## src/rtl/manch_rx_pkg.sv

```systemverilog
`timescale 1ns/1ps
// Shared types for the Manchester receiver.
// Assumes: nothing beyond IEEE 1800-2017.
package manch_rx_pkg;

    // Acquisition state of the bit-phase tracker.
    typedef enum logic [2:0] {
        ACQ_IDLE,   // no carrier, phase counter free-runs on the local clock
        ACQ_HUNT,   // carrier up, waiting for the first falling mid-cell edge
        ACQ_HALT1,  // phase halted, expecting a rising mid-cell edge
        ACQ_HALT2,  // phase halted, expecting the second falling mid-cell edge
        ACQ_LOCK    // phase aligned, decoding cells
    } acq_state_t;

endpackage

```

## src/rtl/manch_rx_filter.sv

```systemverilog
`timescale 1ns/1ps
// Pulse filter: the output follows the line only after the line has held a
// new level for GLITCH consecutive samples. Shorter excursions are dropped.
// Assumes: line_in is already synchronous to clk; idle level is high.
module manch_rx_filter #(
    parameter int GLITCH = 3
) (
    input  logic clk,
    input  logic rst_n,
    input  logic line_in,
    output logic clean
);
    localparam int CW = $clog2(GLITCH + 1);

    logic [CW-1:0] run;

    // Count consecutive differing samples and adopt the new level at GLITCH.
    always_ff @(posedge clk) begin
        if (!rst_n) begin
            clean <= 1'b1;
            run   <= '0;
        end else if (line_in == clean) begin
            run <= '0;
        end else if (run == CW'(GLITCH - 1)) begin
            clean <= line_in;
            run   <= '0;
        end else begin
            run <= run + 1'b1;
        end
    end

    AST_FLT_CONFIRMED: assert property (@(posedge clk) disable iff (!rst_n)
        !$stable(clean) |-> ($past(line_in) == clean));

endmodule

```

## src/rtl/manch_rx_carrier.sv

```systemverilog
`timescale 1ns/1ps
// Carrier detector: flags each filtered transition, raises carrier on the
// first one after silence, drops it after SIL_LIM+1 quiet cycles.
// Assumes: clean comes from the pulse filter and resets high.
module manch_rx_carrier #(
    parameter int SPB = 16
) (
    input  logic clk,
    input  logic rst_n,
    input  logic clean,
    output logic edge_det,
    output logic carrier
);
    localparam int SIL_LIM = (3 * SPB) / 2;
    localparam int SW      = $clog2(SIL_LIM + 1);

    logic          clean_q;
    logic [SW-1:0] sil;

    // Delay the filtered line by one sample for edge detection.
    always_ff @(posedge clk) begin
        if (!rst_n) clean_q <= 1'b1;
        else        clean_q <= clean;
    end

    assign edge_det = clean ^ clean_q;

    // Track silence and raise or drop carrier.
    always_ff @(posedge clk) begin
        if (!rst_n) begin
            carrier <= 1'b0;
            sil     <= '0;
        end else if (edge_det) begin
            carrier <= 1'b1;
            sil     <= '0;
        end else if (carrier) begin
            if (sil == SW'(SIL_LIM)) carrier <= 1'b0;
            else                     sil <= sil + 1'b1;
        end
    end

    AST_CAR_RISE_ON_EDGE: assert property (@(posedge clk) disable iff (!rst_n)
        $rose(carrier) |-> $past(edge_det));
    AST_CAR_FALL_ON_QUIET: assert property (@(posedge clk) disable iff (!rst_n)
        $fell(carrier) |-> !$past(edge_det));

endmodule

```

## src/rtl/manch_rx_acq.sv

```systemverilog
`timescale 1ns/1ps
// Bit-phase acquisition and decoder. A phase counter free-runs while idle,
// halts on the first falling mid-cell edge, checks the 1010 preamble spacing,
// restarts at the second 0 and then resyncs on mid-cell edges. Cells are
// sampled at 3/4 and presented with a strobe at 1/4 of the next cell.
// Assumes: SPB is a multiple of 4 and at least 8.
module manch_rx_acq
    import manch_rx_pkg::*;
#(
    parameter int SPB = 16
) (
    input  logic clk,
    input  logic rst_n,
    input  logic clean,
    input  logic edge_det,
    input  logic carrier,
    output logic clk_stb,
    output logic rx_data
);
    localparam int HALF = SPB / 2;
    localparam int QTR  = SPB / 4;
    localparam int TQ   = 3 * SPB / 4;
    localparam int WLO  = 3 * SPB / 4;
    localparam int WHI  = 5 * SPB / 4;
    localparam int PW   = $clog2(SPB);
    localparam int AW   = $clog2(WHI + 2);
    localparam int GW   = $clog2(SPB + 2);

    acq_state_t    state;
    logic [PW-1:0] ph;
    logic [PW-1:0] ph_inc;
    logic [AW-1:0] acq_cnt;
    logic          hold_bit;
    logic          have;
    logic          mid_win;

    // Next free-running phase value with wrap at SPB.
    always_comb begin
        ph_inc  = (ph == PW'(SPB - 1)) ? '0 : ph + 1'b1;
        mid_win = (ph >= PW'(QTR)) && (ph < PW'(TQ));
    end

    // Acquisition state machine, phase tracking and cell decoding.
    always_ff @(posedge clk) begin
        if (!rst_n) begin
            state    <= ACQ_IDLE;
            ph       <= '0;
            acq_cnt  <= '0;
            hold_bit <= 1'b1;
            have     <= 1'b0;
            clk_stb  <= 1'b0;
            rx_data  <= 1'b1;
        end else begin
            clk_stb <= 1'b0;
            if (!carrier) begin
                state   <= ACQ_IDLE;
                ph      <= ph_inc;
                have    <= 1'b0;
                acq_cnt <= '0;
                rx_data <= 1'b1;
            end else begin
                case (state)
                    ACQ_IDLE: begin
                        state <= ACQ_HUNT;
                        ph    <= ph_inc;
                    end
                    ACQ_HUNT: begin
                        ph <= ph_inc;
                        if (edge_det && !clean) begin
                            state   <= ACQ_HALT1;
                            acq_cnt <= AW'(1);
                        end
                    end
                    ACQ_HALT1: begin
                        if (edge_det) begin
                            if (clean && acq_cnt >= AW'(WLO)) begin
                                state   <= ACQ_HALT2;
                                acq_cnt <= AW'(1);
                            end else begin
                                state <= ACQ_HUNT;
                            end
                        end else if (acq_cnt >= AW'(WHI)) begin
                            state <= ACQ_HUNT;
                        end else begin
                            acq_cnt <= acq_cnt + 1'b1;
                        end
                    end
                    ACQ_HALT2: begin
                        if (edge_det) begin
                            if (!clean && acq_cnt >= AW'(WLO)) begin
                                state <= ACQ_LOCK;
                                ph    <= PW'(HALF + 1);
                                have  <= 1'b0;
                            end else begin
                                state <= ACQ_HUNT;
                            end
                        end else if (acq_cnt >= AW'(WHI)) begin
                            state <= ACQ_HUNT;
                        end else begin
                            acq_cnt <= acq_cnt + 1'b1;
                        end
                    end
                    ACQ_LOCK: begin
                        ph <= (edge_det && mid_win) ? PW'(HALF + 1) : ph_inc;
                        if (ph == PW'(TQ)) begin
                            hold_bit <= clean;
                            have     <= 1'b1;
                        end
                        if (ph == PW'(QTR) && have) begin
                            clk_stb <= 1'b1;
                            rx_data <= hold_bit;
                        end
                    end
                    default: state <= ACQ_IDLE;
                endcase
            end
        end
    end

    // Checker-side strobe spacing counter.
    logic [GW-1:0] gap;
    logic          gap_ok;

    // Measure cycles between strobes while locked.
    always_ff @(posedge clk) begin
        if (!rst_n) begin
            gap    <= '0;
            gap_ok <= 1'b0;
        end else begin
            if (clk_stb) gap <= GW'(1);
            else if (gap != {GW{1'b1}}) gap <= gap + 1'b1;
            if (state != ACQ_LOCK) gap_ok <= 1'b0;
            else if (clk_stb)      gap_ok <= 1'b1;
        end
    end

    AST_STB_PERIOD: assert property (@(posedge clk) disable iff (!rst_n)
        (clk_stb && gap_ok && state == ACQ_LOCK) |-> (gap == GW'(SPB)));
    AST_STB_SINGLE: assert property (@(posedge clk) disable iff (!rst_n)
        clk_stb |=> !clk_stb);
    AST_IDLE_MARK: assert property (@(posedge clk) disable iff (!rst_n)
        !carrier |=> (rx_data && !clk_stb));
    AST_LOCK_ENTRY: assert property (@(posedge clk) disable iff (!rst_n)
        (state == ACQ_LOCK && $past(state) != ACQ_LOCK) |-> ($past(state) == ACQ_HALT2));
    AST_NO_EARLY_STB: assert property (@(posedge clk) disable iff (!rst_n)
        (state != ACQ_LOCK && $past(state) != ACQ_LOCK) |-> !clk_stb);

endmodule

```

## src/rtl/manch_rx.sv

```systemverilog
`timescale 1ns/1ps
// Manchester receiver top: pulse filter, carrier detector and bit-phase
// acquisition with decoder, chained in that order.
// Assumes: one line sample per clk, SPB multiple of 4, GLITCH < SPB/2.
module manch_rx #(
    parameter int SPB    = 16,
    parameter int GLITCH = 3
) (
    input  logic clk,
    input  logic rst_n,
    input  logic line_in,
    output logic carrier,
    output logic clk_stb,
    output logic rx_data
);
    logic clean;
    logic edge_det;

    manch_rx_filter #(.GLITCH(GLITCH)) u_filter (
        .clk     (clk),
        .rst_n   (rst_n),
        .line_in (line_in),
        .clean   (clean)
    );

    manch_rx_carrier #(.SPB(SPB)) u_carrier (
        .clk      (clk),
        .rst_n    (rst_n),
        .clean    (clean),
        .edge_det (edge_det),
        .carrier  (carrier)
    );

    manch_rx_acq #(.SPB(SPB)) u_acq (
        .clk      (clk),
        .rst_n    (rst_n),
        .clean    (clean),
        .edge_det (edge_det),
        .carrier  (carrier),
        .clk_stb  (clk_stb),
        .rx_data  (rx_data)
    );

endmodule

```

## config.mk

```make
export PLATFORM = sky130hd
export DESIGN_NAME = manch_rx
export DESIGN_NICKNAME = d
export VERILOG_FILES = /design/src/rtl/manch_rx_pkg.sv /design/src/rtl/manch_rx_filter.sv /design/src/rtl/manch_rx_carrier.sv /design/src/rtl/manch_rx_acq.sv /design/src/rtl/manch_rx.sv
export SDC_FILE = /design/constraint.sdc
export NUM_CORES = 1
export LEC_CHECK = 0
export ABC_AREA = 1
export BUFFER_PORTS_ARGS = -buffer_cell sky130_fd_sc_hd__buf_2
export CAP_MARGIN = 40
export CORE_MARGIN = 1
export CORE_UTILIZATION = 45
export CTS_CLUSTER_SIZE = 20
export DETAILED_ROUTE_END_ITERATION = 8
export SYNTH_ARGS = -nofsm -noshare
export SYNTH_HDL_FRONTEND = slang
export SYNTH_SLANG_ARGS = --single-unit
```

## constraint.sdc

```tcl
create_clock -name clk -period 1.85 [get_ports clk]
set_clock_uncertainty 0.2 [all_clocks]
set_input_delay 0.37 -clock clk [delete_from_list [all_inputs] [get_ports clk]]
set_output_delay 0.37 -clock clk [all_outputs]
set_load 0.05 [all_outputs]
```

==> results of run 1 <==
## sequential cells by signal, summed over array words and instances, names as in the netlist, 2 cells and up
signal and count:
u_acq.state 3, u_acq.ph 4, u_acq.acq_cnt 5, u_filter.run 2
u_carrier.sil 5
## cell families after synthesis
family | after synthesis | synth area share
AOI/OAI and AO/OA | 31 | 0.116
buffers and inverters | 38 | 0.0951
and+or+nand+nor | 118 | 0.366
adders and majority gates | 10 | 0.0820
DFF | 26 | 0.341
## power by group through the flow
| stage | sequential (mW) | combinational [mW] | clock, mW |
|---|---|---|---|
| 6_report | 0.594 | 0.117 | 0.279 |
| 5_1_grt | 0.598 | 0.139 | 0.322 |
| 4_1_cts | 0.594 | 0.115 | 0.298 |
| 3_5_place_dp | 0.606 | 0.115 | 0 |
| 3_3_place_gp | 0.606 | 0.113 | 0 |
| 2_1_floorplan | 0.608 | 0.0818 | 0 |
## worst max path at each step
stage,cells after the start,to,startpoint
4_1_cts,10,u_acq.ph[0],u_filter.clean
3_5_place_dp,10,u_acq.ph[0],u_filter.clean
6_report,1,carrier,u_carrier.carrier
2_1_floorplan,11,u_acq.ph[3],u_filter.clean
3_3_place_gp,10,u_acq.ph[3],u_filter.clean
5_1_grt,10,u_acq.ph[3],u_filter.clean
## Yosys cell counts (all sizes together)
master   count  area (µm²)
a211oi       1        7.51
a21boi       1        7.51
a21oi       14        73.8
a22oi        1        7.51
a31oi        1        6.26
buf          2        10.0
clkbuf       1        3.75
dfxtp       26         521
ha          10         125
inv         35         131
nand2       63         259
nand3       17         103
nand4        9        56.3
nor2        25         119
nor3         3        15.0
nor3b        1        7.51
o2111ai      1        8.76
o211ai       2        15.0
o21ai       10        50.1
## repair_timing
action                     CTS  global route
gates resized for setup      0             1
setup endpoints to repair    0             4
buffers inserted             0             1
hold endpoints to repair     0             0
## per-layer routing
| metal | up-vias | part of all wire | wire [µm] |
|---|---|---|---|
| li1 | 744 | - | - |
| met1 | 629 | 0.51 | 1480 |
| met2 | 19 | 0.46 | 1340 |
| met3 | 2 | 0.026 | 77 |
| met4 | 0 | 0.0062 | 18 |
| met5 | - | 0 | 0 |
## layout make-up
type | instances | area share
Multi-Input combinational cell | 159 | 0.518
Sequential cell | 26 | 0.311
Inverter | 35 | 0.0786
Timing Repair Buffer | 10 | 0.0374
Tap cell | 44 | 0.0329
Clock buffer | 4 | 0.0217
==> results.toml, run 1 <==
[routing]
wl_um = 2920
drtIter0Drc = 57
num_vias = 1394
drt-pass1-iter-count = 4
drc = 0
drt-wirelength-per-cell_um = 10.5
via_per_inst = 5.01
postRouteAntennaNets = 0

[floorplan]
die_h_um = 60.2
rows = 20
initial_core_util = 0.488
coreArea_um2 = 3130
dieArea_um2 = 3630
ios = 6
die_x_um = 60.2

[run]
drv_cap = 0

[pwr]
internal-power_mw = 0.740
switching_power_mw = 0.250
power_frac_clock = 0.282
sw_frac_of_total = 0.253
p_total_mw = 0.990
p_comb_frac = 0.118
p_leak_nw = 0.752
seqPwrFrac = 0.600
power_density_nw_per_um2 = 593
ir_drop_uv = 440

[place]
portBuffers = 5
dpl.cell_count = 273
pre_cts_slack_ns = 0.116
globalplace.congestion = 0.876
hpwlAfterDp_um = 2310
placedInstanceArea_um2 = 1620

[layout]
fillCellCount = 315
regArea_um2 = 520
post-route-util = 0.534
layout.nets = 248
antenna_cells = 0
multiInputGateArea_um2 = 866
most-common-layout-cells = "nand2_1, inv_1, dfxtp_1, nor2_1, nand3_1"
drive_gt1_frac = 0.154
layout.cells.non_filler = 278
final_area_um2 = 1670
syn_to_final_growth_pct = 9.51
layout.cells.most_common = "nand2_1"

[global_route]
grt_pass1_wl_um = 5080
gr-total-overflow = 0
grt_use_met2 = 0.294
grt_pass1_vias = 1202
grt_use_total = 0.183
antenna_found_initial = 0
grt.met3_usage = 0.0195
grtUsageMet1 = 0.254
grt.busiest_layer = "met2"
grt_max_degree = 15

[synth]
yosys_register_bits = 26
syn_nets = 236
synth_warnings = 0
synthCells = 223
synth_area_um2 = 1530
ys_seq_area_frac = 0.341
synth.distinct_cells = 27
synth.avg_cell_area_um2 = 6.85

[setup_path]
reg2reg_from = "u_filter.clean"
crit_path_start_kind = "flop"
critPathArrivalTime_ns = 1.15
cp_slowest_cell = "dfxtp_1"
path_buf_inv = 1
cp-end-kind = "output port"
r2r_slack_ns = 0.14
worstSetupPathType = "flop to output port"
cp_max_fo = 8
max_stage_delay_ns = 0.51
cpLargestDelayFamily = "flip-flops"
crit_required_ns = 1.28
r2r-end = "u_acq.acq_cnt[4]"
crit_chain = "buf_2"
rr_worst_depth = 10

[timing]
maxSlewViolCount = 0
whs_ns = 0.0950
hold_viol_final = 0
relSlewSlack = 0.787
period_share = 0.930
rsz0062_at_grt = "yes"
fmax_mhz = 581
finalCriticalPeriod_ns = 1.72
setup_ws_ns = 0.129
worst_pin_slew_ns = 0.318
tns_ns = 0
setup_violations = 0

[cts]
cts_tree = "built"
insertion_delay_ns = 0.31
clock_sinks = 26
postCtsHoldBufs = 0
htree_levels = 1
clockRootBuffer = "clkbuf_4"
clk_pin_slew_worst_paths_ns = 0.13
clockBufferDepth = 2
numCtsBuffers = 3

[hold_path]
worst_hold_path_type = "primary input to flop"
hold_path_depth = 3
hp-start = "line_in"
holdPathEnd = "u_filter.clean"

[outcome]
status = "finished, final reports clean"
No activity file was read; power rests on OpenSTA's default activity.
==> run 2, diff against run 1 <==
BUFFER_PORTS_ARGS = not set   (was -buffer_cell sky130_fd_sc_hd__buf_2)
DONT_BUFFER_PORTS = 1   (was not set)
PLACE_DENSITY = 0.63   (was not set)
==> run 2 against run 1 <==
- sequential cell count is the same
- maximum frequency grew 2.2%
- first-iteration DRC count grew 54%
- die area unchanged
- cell area down 0.45%
- global-route usage up 1.5 points
- cell count shrank 1.1%
- combinational power barely moved
- setup slack improved by 0.038 ns
- routed wire length up 5.2%
- hold slack worse by 0.083 ns
- sequential power barely moved
==> results.toml, run 2 (synthesis results as in run 1) <==
[global_route]
grt_pass1_wl_um = 5480
grt.busiest_layer = "met2"
grt_max_degree = 14
grtUsageMet1 = 0.245
grt_pass1_vias = 1283
grt_use_met2 = 0.349
grt_use_total = 0.198
grt.met3_usage = 0.0303
gr-total-overflow = 0
antenna_found_initial = 0

[routing]
via_per_inst = 5.11
drt-pass1-iter-count = 6
drc = 0
drtIter0Drc = 88
postRouteAntennaNets = 0
num_vias = 1406
drt-wirelength-per-cell_um = 11.2
wl_um = 3070

[floorplan]
die_x_um = 60.2
ios = 6
rows = 20
die_h_um = 60.2
initial_core_util = 0.488
dieArea_um2 = 3630
coreArea_um2 = 3130

[timing]
rsz0062_at_grt = "no"
fmax_mhz = 594
setup_violations = 0
tns_ns = 0
period_share = 0.910
worst_pin_slew_ns = 0.515
hold_viol_final = 0
finalCriticalPeriod_ns = 1.68
setup_ws_ns = 0.167
relSlewSlack = 0.656
whs_ns = 0.0120
maxSlewViolCount = 0

[setup_path]
worstSetupPathType = "flop to flop"
cp_max_fo = 6
cp-end-kind = "flop"
crit_required_ns = 1.87
crit_path_start_kind = "flop"
critPathArrivalTime_ns = 1.71

[cts]
numCtsBuffers = 3
clock_sinks = 26
htree_levels = 1
clockBufferDepth = 2
cts_tree = "built"
insertion_delay_ns = 0.32
clockRootBuffer = "clkbuf_4"
clk_pin_slew_worst_paths_ns = 0.13

[place]
pre_cts_slack_ns = 0.0898
portBuffers = 0
globalplace.congestion = 0.852
placedInstanceArea_um2 = 1610
dpl.cell_count = 269
hpwlAfterDp_um = 2430

[layout]
syn_to_final_growth_pct = 9.02
post-route-util = 0.532
most-common-layout-cells = "nand2_1, inv_1, dfxtp_1, nor2_1, nand3_1"
final_area_um2 = 1660
layout.cells.most_common = "nand2_1"
layout.cells.non_filler = 275
layout.nets = 246
drive_gt1_frac = 0.143
antenna_cells = 0
reg_top3 = "u_acq.acq_cnt: 5 flops, u_carrier.sil: 5 flops, u_acq.ph: 4 flops"

[hold_path]
worst_hold_path_type = "primary input to flop"

[outcome]
status = "finished, final reports clean"

[pwr]
ir_drop_uv = 458
p_total_mw = 0.948
p_leak_nw = 0.738
power_density_nw_per_um2 = 569

[run]
drv_cap = 0
-- run 2: cell types whose count changed in the layout (fill, tap and decap cells not counted) --
cell	change
dfxtp_2	+1
dfxtp_1	-1
clkbuf_8	-1
buf_2	-5
nand2_1	-1
nand2_2	+1
buf_4	+1
dlygate4sd3_1	+2
-- run 2: what timing repair did --
item	in CTS	in global routing
hold endpoints to repair	8	0
buffers inserted	0	1
hold buffers	2	0
resized for setup	0	3
setup endpoints to repair	0	4
-- run 2: worst paths after layout --
check	end	slack, ns	depth (start not counted)	startpoint
setup / recovery	u_acq.ph[3]	0.17	10	u_filter.clean
hold / removal	u_filter.run[1]	0.01	2	rst_n
setup reg to reg	u_acq.ph[3]	0.17	10	u_filter.clean
hold reg to reg	u_filter.run[0]	0.23	1	u_filter.run[0]
-- run 2: layer usage --
| layer | routed length, µm | vias up |
|---|---|---|
| met2 | 1500 | 33 |
| met5 | 0 | - |
| li1 | - | 743 |
| met3 | 142 | 8 |
| met1 | 1380 | 622 |
| met4 | 48 | 0 |
-- run 2: final cells by class --
cell class              instances  area (µm²)
multi-input cells             159         868
clock buffers                   3        22.5
well taps                      44        55.1
fillers                       302        1460
inverters                      35         131
flip-flops and latches         26         522
repair buffers                  8        65.1
-- run 2: worst max-delay path, cell delays in order (launching register included) --
cell and delay (ns):
dfxtp_2 0.35, inv_1 0.05, ha_1 0.31, inv_2 0.07, nand3_1 0.11, nand2_2 0.09
nand2_2 0.06, nand2_2 0.11, nand2_1 0.08, nor2_1 0.10, nor2_1 0.05
-- run 2: power breakdown --
group	leakage, nW	switching, mW	total [mW]	internal, mW
Combinational	0.514	0.0737	0.119	0.0455
Sequential	0.210	0.0173	0.594	0.577
Clock	0.0138	0.158	0.234	0.0763
Total	0.738	0.249	0.948	0.699
